File: config.mk
export PLATFORM = sky130hd
export DESIGN_NAME = rom_dispatch_top
export DESIGN_NICKNAME = d
export VERILOG_FILES = /design/src/rtl/rom_pkg.sv /design/src/rtl/crc8_serial.sv /design/src/rtl/id_crc_scan.sv /design/src/rtl/rom_cmd_fsm.sv /design/src/rtl/rom_dispatch_top.sv
export SDC_FILE = /design/constraint.sdc
export NUM_CORES = 1
export LEC_CHECK = 0
export CORE_UTILIZATION = 56
export CTS_CLUSTER_SIZE = 24
export DETAILED_ROUTE_END_ITERATION = 8
export PLACE_DENSITY = 0.8
export SYNTH_ARGS = -nofsm -noshare
export SYNTH_HDL_FRONTEND = slang
export SYNTH_SLANG_ARGS = --single-unit
File: constraint.sdc
create_clock -name clk -period 3.5 [get_ports clk]
set_clock_uncertainty 0.15 [all_clocks]
set_input_delay 0.35 -clock clk [delete_from_list [all_inputs] [get_ports clk]]
set_output_delay 0.35 -clock clk [all_outputs]
set_load 0.1 [all_outputs]
File: src/rtl/rom_pkg.sv
package rom_pkg;

    localparam int ID_BYTES = 8;
    localparam int ID_W     = ID_BYTES * 8;
    localparam int BODY_W   = ID_W - 8;

    localparam logic [7:0] OP_READ     = 8'h33;
    localparam logic [7:0] OP_MATCH    = 8'h55;
    localparam logic [7:0] OP_SEARCH   = 8'hF0;
    localparam logic [7:0] OP_SKIP     = 8'hCC;
    localparam logic [7:0] OP_COND     = 8'hEC;
    localparam logic [7:0] OP_OD_MATCH = 8'h69;
    localparam logic [7:0] OP_OD_SKIP  = 8'h3C;
    localparam logic [7:0] OP_RESUME   = 8'hA5;

    // Reflected form of x^8+x^5+x^4+1 for an LSB-first register
    localparam logic [7:0] CRC_POLY_REFL = 8'h8C;

    typedef enum logic [3:0] {
        RC_NONE     = 4'd0,
        RC_READ     = 4'd1,
        RC_MATCH    = 4'd2,
        RC_SEARCH   = 4'd3,
        RC_SKIP     = 4'd4,
        RC_COND     = 4'd5,
        RC_OD_MATCH = 4'd6,
        RC_OD_SKIP  = 4'd7,
        RC_RESUME   = 4'd8,
        RC_BAD      = 4'd9
    } rom_cmd_e;

    typedef enum logic [2:0] {
        ST_IDLE,
        ST_WAIT_CMD,
        ST_MATCH,
        ST_SEARCH,
        ST_CTRL
    } disp_state_e;

    typedef struct packed {
        rom_cmd_e cmd;
        logic     sets_od;
        logic     is_match;
        logic     is_search;
        logic     direct_ctrl;
    } cmd_info_t;

    function automatic cmd_info_t decode_op(input logic [7:0] op);
        cmd_info_t r;
        r = '{cmd: RC_BAD, sets_od: 1'b0, is_match: 1'b0, is_search: 1'b0, direct_ctrl: 1'b0};
        case (op)
            OP_READ:     begin r.cmd = RC_READ;     r.direct_ctrl = 1'b1; end
            OP_MATCH:    begin r.cmd = RC_MATCH;    r.is_match    = 1'b1; end
            OP_SEARCH:   begin r.cmd = RC_SEARCH;   r.is_search   = 1'b1; end
            OP_SKIP:     begin r.cmd = RC_SKIP;     r.direct_ctrl = 1'b1; end
            OP_COND:     begin r.cmd = RC_COND;     r.is_search   = 1'b1; end
            OP_OD_MATCH: begin r.cmd = RC_OD_MATCH; r.is_match    = 1'b1; r.sets_od = 1'b1; end
            OP_OD_SKIP:  begin r.cmd = RC_OD_SKIP;  r.direct_ctrl = 1'b1; r.sets_od = 1'b1; end
            OP_RESUME:   r.cmd = RC_RESUME;
            default:     r.cmd = RC_BAD;
        endcase
        return r;
    endfunction

    function automatic logic [7:0] crc8_step(input logic [7:0] c, input logic b);
        logic fb;
        fb = c[0] ^ b;
        return {1'b0, c[7:1]} ^ (fb ? CRC_POLY_REFL : 8'h00);
    endfunction

    function automatic logic [7:0] crc8_body(input logic [7:0] fam, input logic [47:0] ser);
        logic [BODY_W-1:0] body;
        logic [7:0]        c;
        body = {ser, fam};
        c    = 8'h00;
        for (int i = 0; i < BODY_W; i++) begin
            c = crc8_step(c, body[i]);
        end
        return c;
    endfunction

endpackage

File: src/rtl/crc8_serial.sv
module crc8_serial
    import rom_pkg::*;
(
    input  logic       clk,
    input  logic       rst,
    input  logic       en,
    input  logic       din,
    output logic [7:0] crc
);

    logic [7:0] crc_q;

    always_ff @(posedge clk) begin
        if (rst) begin
            crc_q <= 8'h00;
        end else if (en) begin
            crc_q <= crc8_step(crc_q, din);
        end
    end

    assign crc = crc_q;

    // the register only moves while bits are being fed
    p_hold_when_idle_r11: assert property (@(posedge clk) disable iff (rst)
        !en |=> $stable(crc_q));

endmodule

File: src/rtl/id_crc_scan.sv
module id_crc_scan
    import rom_pkg::*;
#(
    parameter int N_BITS = ID_W
) (
    input  logic              clk,
    input  logic              rst,
    input  logic [N_BITS-1:0] id_word,
    output logic              done,
    output logic              ok
);

    localparam int CW = $clog2(N_BITS + 1);
    localparam int IW = $clog2(N_BITS);

    logic [CW-1:0] cnt_q;
    logic          feed;
    logic [7:0]    residue;

    assign feed = (cnt_q != CW'(N_BITS));

    always_ff @(posedge clk) begin
        if (rst) begin
            cnt_q <= '0;
        end else if (feed) begin
            cnt_q <= cnt_q + 1'b1;
        end
    end

    crc8_serial u_crc (
        .clk (clk),
        .rst (rst),
        .en  (feed),
        .din (id_word[cnt_q[IW-1:0]]),
        .crc (residue)
    );

    assign done = !feed;
    assign ok   = done && (residue == 8'h00);

    // once finished the walk never restarts without reset
    p_done_sticky_r11: assert property (@(posedge clk) disable iff (rst)
        done |=> done);

    // verdict is frozen once the walk is over
    p_ok_stable_r11: assert property (@(posedge clk) disable iff (rst)
        done |=> $stable(ok));

endmodule

File: src/rtl/rom_cmd_fsm.sv
module rom_cmd_fsm
    import rom_pkg::*;
#(
    parameter int N_BYTES = ID_BYTES
) (
    input  logic                 clk,
    input  logic                 rst,
    input  logic                 bus_rst,
    input  logic                 bus_rst_long,
    input  logic                 byte_valid,
    input  logic [7:0]           byte_data,
    input  logic                 srch_done,
    input  logic                 srch_hit,
    input  logic [N_BYTES*8-1:0] id_word,
    output logic [3:0]           cmd_code,
    output logic                 ctrl_en,
    output logic                 od_mode,
    output logic                 resume_flag
);

    localparam int BW = $clog2(N_BYTES);
    localparam logic [BW-1:0] LAST_IDX = BW'(N_BYTES - 1);

    disp_state_e state_q;
    rom_cmd_e    cmd_q;
    logic        od_q;
    logic        res_q;
    logic [BW-1:0] idx_q;
    logic        miss_q;
    cmd_info_t   info;
    logic [7:0]  id_bytes [N_BYTES];
    logic        byte_hit;

    for (genvar g = 0; g < N_BYTES; g++) begin : g_id_bytes
        assign id_bytes[g] = id_word[g*8 +: 8];
    end

    assign info     = decode_op(byte_data);
    assign byte_hit = (byte_data == id_bytes[idx_q]);

    always_ff @(posedge clk) begin
        if (rst) begin
            state_q <= ST_IDLE;
            cmd_q   <= RC_NONE;
            od_q    <= 1'b0;
            res_q   <= 1'b0;
            idx_q   <= '0;
            miss_q  <= 1'b0;
        end else if (bus_rst) begin
            state_q <= ST_WAIT_CMD;
            idx_q   <= '0;
            miss_q  <= 1'b0;
            if (bus_rst_long) begin
                od_q <= 1'b0;
            end
        end else begin
            case (state_q)
                ST_WAIT_CMD: begin
                    if (byte_valid) begin
                        cmd_q <= info.cmd;
                        if (info.sets_od) begin
                            od_q <= 1'b1;
                        end
                        if (info.is_match) begin
                            state_q <= ST_MATCH;
                            idx_q   <= '0;
                            miss_q  <= 1'b0;
                        end else if (info.is_search) begin
                            state_q <= ST_SEARCH;
                        end else if (info.direct_ctrl) begin
                            state_q <= ST_CTRL;
                            res_q   <= 1'b0;
                        end else if (info.cmd == RC_RESUME) begin
                            state_q <= res_q ? ST_CTRL : ST_IDLE;
                        end else begin
                            state_q <= ST_IDLE;
                        end
                    end
                end
                ST_MATCH: begin
                    if (byte_valid) begin
                        if (idx_q == LAST_IDX) begin
                            if (miss_q || !byte_hit) begin
                                state_q <= ST_IDLE;
                                res_q   <= 1'b0;
                            end else begin
                                state_q <= ST_CTRL;
                                res_q   <= 1'b1;
                            end
                        end else begin
                            idx_q  <= idx_q + 1'b1;
                            miss_q <= miss_q | !byte_hit;
                        end
                    end
                end
                ST_SEARCH: begin
                    if (srch_done) begin
                        state_q <= srch_hit ? ST_CTRL : ST_IDLE;
                        res_q   <= srch_hit;
                    end
                end
                default: begin
                end
            endcase
        end
    end

    assign cmd_code    = cmd_q;
    assign ctrl_en     = (state_q == ST_CTRL);
    assign od_mode     = od_q;
    assign resume_flag = res_q;

    // a standard-length bus reset leaves standard speed in force
    p_long_rst_clears_od_r8: assert property (@(posedge clk) disable iff (rst)
        bus_rst && bus_rst_long |=> !od_mode);

    // a short bus reset keeps the speed flag
    p_short_rst_keeps_od_r8: assert property (@(posedge clk) disable iff (rst)
        bus_rst && !bus_rst_long |=> $stable(od_q));

    // speed flag is raised only by an overdrive function byte
    p_od_source_r8: assert property (@(posedge clk) disable iff (rst)
        $rose(od_q) |-> $past(byte_valid && state_q == ST_WAIT_CMD &&
                              (byte_data == OP_OD_MATCH || byte_data == OP_OD_SKIP)));

    // resume without permission parks the block
    p_resume_gate_r7: assert property (@(posedge clk) disable iff (rst)
        state_q == ST_WAIT_CMD && byte_valid && byte_data == OP_RESUME && !res_q && !bus_rst
        |=> state_q == ST_IDLE);

    // every bus reset returns to waiting for a function code
    p_bus_rst_r12: assert property (@(posedge clk) disable iff (rst)
        bus_rst |=> state_q == ST_WAIT_CMD);

    // addressed state ignores bytes until the next bus reset
    p_ctrl_hold_r9: assert property (@(posedge clk) disable iff (rst)
        state_q == ST_CTRL && !bus_rst |=> state_q == ST_CTRL && $stable(cmd_q) && $stable(res_q));

endmodule

File: src/rtl/rom_dispatch_top.sv
module rom_dispatch_top
    import rom_pkg::*;
#(
    parameter logic [7:0]  FAMILY = 8'h29,
    parameter logic [47:0] SERIAL = 48'h0000_1234_5678,
    parameter logic [7:0]  ID_CRC = crc8_body(FAMILY, SERIAL)
) (
    input  logic       clk,
    input  logic       rst,
    input  logic       bus_rst,
    input  logic       bus_rst_long,
    input  logic       byte_valid,
    input  logic [7:0] byte_data,
    input  logic       srch_done,
    input  logic       srch_hit,
    output logic [3:0] cmd_code,
    output logic       ctrl_en,
    output logic       od_mode,
    output logic       resume_flag,
    output logic       crc_done,
    output logic       crc_ok
);

    // identity word, family code in the low byte
    logic [ID_W-1:0] id_word;
    assign id_word = {ID_CRC, SERIAL, FAMILY};

    rom_cmd_fsm #(.N_BYTES(ID_BYTES)) u_fsm (
        .clk          (clk),
        .rst          (rst),
        .bus_rst      (bus_rst),
        .bus_rst_long (bus_rst_long),
        .byte_valid   (byte_valid),
        .byte_data    (byte_data),
        .srch_done    (srch_done),
        .srch_hit     (srch_hit),
        .id_word      (id_word),
        .cmd_code     (cmd_code),
        .ctrl_en      (ctrl_en),
        .od_mode      (od_mode),
        .resume_flag  (resume_flag)
    );

    id_crc_scan #(.N_BITS(ID_W)) u_scan (
        .clk     (clk),
        .rst     (rst),
        .id_word (id_word),
        .done    (crc_done),
        .ok      (crc_ok)
    );

endmodule

* Yosys cells after proc, flatten, opt, wreduce, memory -nomap -nowiden
Memories as Yosys holds them, arrays and structs flattened. A register that Yosys moved wholly into a read port is not among the register bits.
Index checks and enable logic that the tools add are counted.
** Storage, ports and cells
- Memories kept :: 2
- Flip-flop bits (word level) :: 28
- Bits in read-only memories :: 128
- Word-level logic and storage cells :: 120
** Memory list
- (no name shown) :: depth 8, bits a word 8, rd ports 1, clocked after Yosys merged registers in 0, wr ports 0, line rom_cmd_fsm.sv:39 : assign byte_hit = (byte_data == id_bytes[idx_q]);
- (no name shown) :: depth 64, bits a word 1, rd ports 1, clocked after Yosys merged registers in 1, wr ports 0, line id_crc_scan.sv:34 : .din (id_word[cnt_q[IW-1:0]]),
** Cells by class
- Magnitude comparators :: 2
- Bitwise gates (word level) :: 5
- Eq/ne operators :: 30
- Add/sub/neg operators :: 2
- Mux-type cells :: 48
- Reductions and logical operators :: 22
** Operator list (count)
- two-way mux 3 bit :: 15
- equality test 8 bit (second input constant) :: 4
- one-hot mux 4 bit (8 select lines) :: 1
- two-way mux 8 bit :: 3
- two-way mux 1 bit :: 23
- equality test 8 x 6 -> 1 bit (second input constant) :: 2
- equality test 8 x 7 -> 1 bit (second input constant) :: 2
- AND reduction 5 bit :: 3
- two-way mux 6 bit :: 2
- != test 2 bit (second input constant) :: 6
- != test 3 bit (second input constant) :: 3
- one-hot mux 3 bit (3 select lines) :: 1
- AND reduction 9 bit :: 1
- equality test 8 bit :: 1
- zero test 8 bit :: 1
- != test 2 x 1 -> 1 bit (second input constant) :: 4
- nonzero test 2 bit :: 4
- OR reduction 2 bit :: 4
- bitwise XOR 7 x 8 -> 8 bit :: 1
- adder 7 x 1 -> 7 bit (second input constant) :: 1
- < comparator 6 x 7 -> 1 bit (second input constant) :: 1
- != test 7 bit (second input constant) :: 1
- equality test 3 x 2 -> 1 bit (second input constant) :: 2
- equality test 3 bit (second input constant) :: 2
- 20 further kinds :: 21

* Logic depth before layout (Yosys ltp)
- Word-level depth :: 12
- Depth in mapped cells :: 12
- Depth with buffers taken out :: 12

* By module
A second synthesis with hierarchy kept.
** Unflattened totals
- Cells, all modules :: 287
- Area, all modules :: 2810.2 um^2
** Modules (own cells, without submodules)
- rom_cmd_fsm :: sequential area each 260.2 um^2, times used 1, area an instance 1551.5 um^2, cells each 175
- id_crc_scan :: sequential area each 140.1 um^2, times used 1, area an instance 927.1 um^2, cells each 79
- crc8_serial :: sequential area each 160.2 um^2, times used 1, area an instance 324.1 um^2, cells each 31
- rom_dispatch_top :: sequential area each 0.0 um^2, times used 1, area an instance 7.5 um^2, cells each 2

* Least setup slack after synthesis
Ideal clock, no wire load.
- Path kind :: register -> register
- From :: register u_scan.cnt_q[3]
- To :: register, netlist name u_scan.u_crc.din
- Setup slack :: 0.404 ns
- Arrival time :: 2.887 ns
- Stages on the path, launching flop included :: 13
- Setup time :: 0.060 ns
- Period minus slack after synthesis :: 3.096 ns
- Path through :: dfxtp_1 buf_4 nor4_4 nand3_4 clkinv_4 buf_2 xnor2_1 nor2_1 inv_1 ha_1 mux4_1 nor2_1 o32a_1
** RTL lines
- start, declared :: line id_crc_scan.sv:16 : logic [CW-1:0] cnt_q;
- start signal, assigned :: line id_crc_scan.sv:26 : cnt_q <= cnt_q + 1'b1;

==> results_dict.tcl <==
set metrics [dict create \
    outcome "complete, no violations" \
    ys_seq_area_share_pct 28.77 \
    p_per_area_nw_per_um2 322.3 \
    crit_arrival_ps 3010 \
    nFillCells 295 \
    drc_errors 0 \
    clockRootBuffer "clkbuf_4" \
    slew_violations 0 \
    critPathLaunch "u_scan.cnt_q[0]" \
    post_drt_wl_per_cell_um 14.09 \
    via_per_inst 5.900 \
    synth_edf_count 0 \
    die_h_um 62.03 \
    whs_ps 324.0 \
    hold_start "u_scan.u_crc.crc[1]" \
    required_ps 3640 \
    drtPass1Iterations 5 \
    worstSetupEndpointType "flip-flop" \
    multi_input_area_sq_um 1297 \
    crit_fanout 14 \
    initialDrtViolationCount 186 \
    tns_ps 0 \
    period_share_pct 81.97 \
    hold_viol_final 0 \
    critical_path_class "flip-flop to flip-flop" \
    critPathLaunchType "flip-flop" \
    io_buffer_count 23 \
    core_area_sq_um 3390 \
    clkSinkCount 29 \
    yosys.cell_types.count 58 \
    min_period_ps 2869 \
    numCtsBuffers 5 \
    diodes 0 \
    syn_nets 271 \
    ant_nets 0 \
    area_growth_pct 13.08 \
    layout_common_cells "nand2_1 (29), dfxtp_1 (29), clkdlybuf4s50_1 (20)" \
    gp_congestion 0.8211 \
    path_clk_slew_ps 100 \
    post-cts-setup-buffer-count 0 \
    rsz0062_at_grt "false" \
    synth_area_sq_um 2018 \
    post_cts_resized 0 \
    antenna_found_initial 0 \
    synth_cells 244 \
    relSlewSlack_pct 35.42 \
    final_nets 289 \
    worstMarginPinSlew_ps 965.7 \
    power_mw 0.7355 \
    grt_pass1_vias 1567 \
    drv_cap 0 \
    grt_first_pass_wirelength_um 6748 \
    synth-seq-cells 29 \
    p_leak_nw 0.8231 \
    vias 1823 \
    synth.avg_cell_area_sq_um 8.271 \
    hp-class "flip-flop to flip-flop" \
    hpwl_um 3153 \
    finalSetupViolCount 0 \
    start_util_pct 59.54 \
    gr-usage-all-layers_pct 23.83 \
    fmax_ghz 0.3485 \
    die_w_um 62.03 \
    cts_buffer_depth 2 \
    std_cell_rows 21 \
    drive_above_1_share_pct 8.745 \
    synthArstFlopShare_pct 0 \
    routed_wl_um 4353 \
    grt_remaining_overflow 0 \
    synth_flop_cell "dfxtp_1" \
    insertion_delay_ps 340 \
    cts_hold_buf 0 \
    die_area_sq_um 3848 \
    cts_tree "done" \
    r2r_start "u_scan.cnt_q[0]" \
    grt_max_degree 24 \
    ir_drop_mv 0.1698 \
    ys_warn_count 0 \
    cts.htree.levels 2 \
    io_pins 24 \
    regArea_sq_um 580.6 \
]
-- synthesized netlist by cell type (all sizes together), types with 2 or more instances --
library cell	instances	share of area, %
nand4	4	1.2
nor4	3	1.7
nand2b	5	1.5
nand3b	3	1.1
a211oi	4	1.5
nand3	8	2.6
clkbuf	3	0.56
a21o	2	0.74
nand4bb	3	1.7
xor2	4	1.7
or3	4	1.5
and4b	2	0.99
xnor2	8	3.5
a311oi	2	1.2
o311ai	2	0.87
inv	15	2.8
nor2b	2	0.62
a31oi	3	0.93
o41ai	2	1.6
and4bb	2	1.2
dfxtp	29	29
o2111ai	2	0.87
ha	12	7.4
buf	10	3.2
nand2	29	5.4
o21ai	10	2.5
o21a	2	0.74
nor4bb	2	0.99
nor2	19	3.5
a21oi	15	3.7
nor3	7	1.7
mux2i	5	2.5
o22ai	3	0.93
a22oi	2	0.74
a221oi	2	0.87
-- state kept, by name, summed over array words and instances (netlist names) --
register,flops
u_fsm.miss_q,1
u_scan.u_crc.crc,8
u_scan.cnt_q,7
u_fsm.idx_q,3
u_fsm.resume_flag,1
u_fsm.state_q,3
u_scan.u_crc.din,1
u_fsm.od_mode,1
u_fsm.cmd_code,4
-- critical path: stages, from the launching register on --
cell and delay [ps]:
dfxtp_1 450, inv_1 130, ha_1 250, nand3_4 160
clkinv_4 140, mux2i_1 170, nor2_1 240, inv_1 110
ha_1 300, mux4_1 470, nor2_1 100, o32a_1 140
-- metal layers --
| layer | global-route usage (%) | vias to the layer above | part of all wire (%) |
|---|---|---|---|
| met4 | 8.571 | 0 | 1.4 |
| met1 | 32.03 | 860 | 50 |
| met5 | 0 | - | 0 |
| li1 | - | 920 | - |
| met2 | 37.23 | 35 | 44 |
| met3 | 5.590 | 8 | 3.8 |
-- final timing paths --
path / slack (ps) / to / cells after the start
max: 630 / u_scan.u_crc.din / 11
min: 320 / u_scan.u_crc.crc[1] / 2
max reg2reg: 630 / u_scan.u_crc.din / 11
min reg2reg: 320 / u_scan.u_crc.crc[1] / 2
-- stage by stage --
step | cells | setup WS (ps) | cell area [sq um] | util, %
after floorplan | 244 | 403.9 | 2018 | -
after global placement | 301 | 804.8 | 2231 | 65.82
after detailed placement | 301 | 698.4 | 2231 | 65.82
after CTS | 309 | 649.6 | 2282 | 67.33
after global routing | 309 | 443.6 | 2282 | 67.33
final | 309 | 630.9 | 2282 | 67.33
-- area by class of cell --
type,instances,share of cell area [%]
Multi-Input combinational cell,186,56.85
Sequential cell,29,25.44
Timing Repair Buffer,24,10.09
Inverter,16,2.851
Tap cell,46,2.522
Clock buffer,6,1.809
Clock inverter,2,0.4386
-- cell families (layout without fill, tap and decap cells) --
logic type      Yosys count  after routing  share of synthesized area (%)
simple gates             99             99                          28.02
compound gates           56             56                          19.28
flops                    29             29                          28.77
buf+inv                  29             48                          6.943
fa+ha+maj                12             12                          7.439
xor+xnor                 12             12                          5.208
mux                       7              7                          4.340
-- where the power goes --
part	total [mW]	switching, mW	internal (mW)
registers	0.374	0.0218	0.352
logic	0.160	0.0884	0.0715
clock network	0.201	0.125	0.0763
total	0.735	0.235	0.500
No activity file was read; power rests on OpenSTA's default activity.
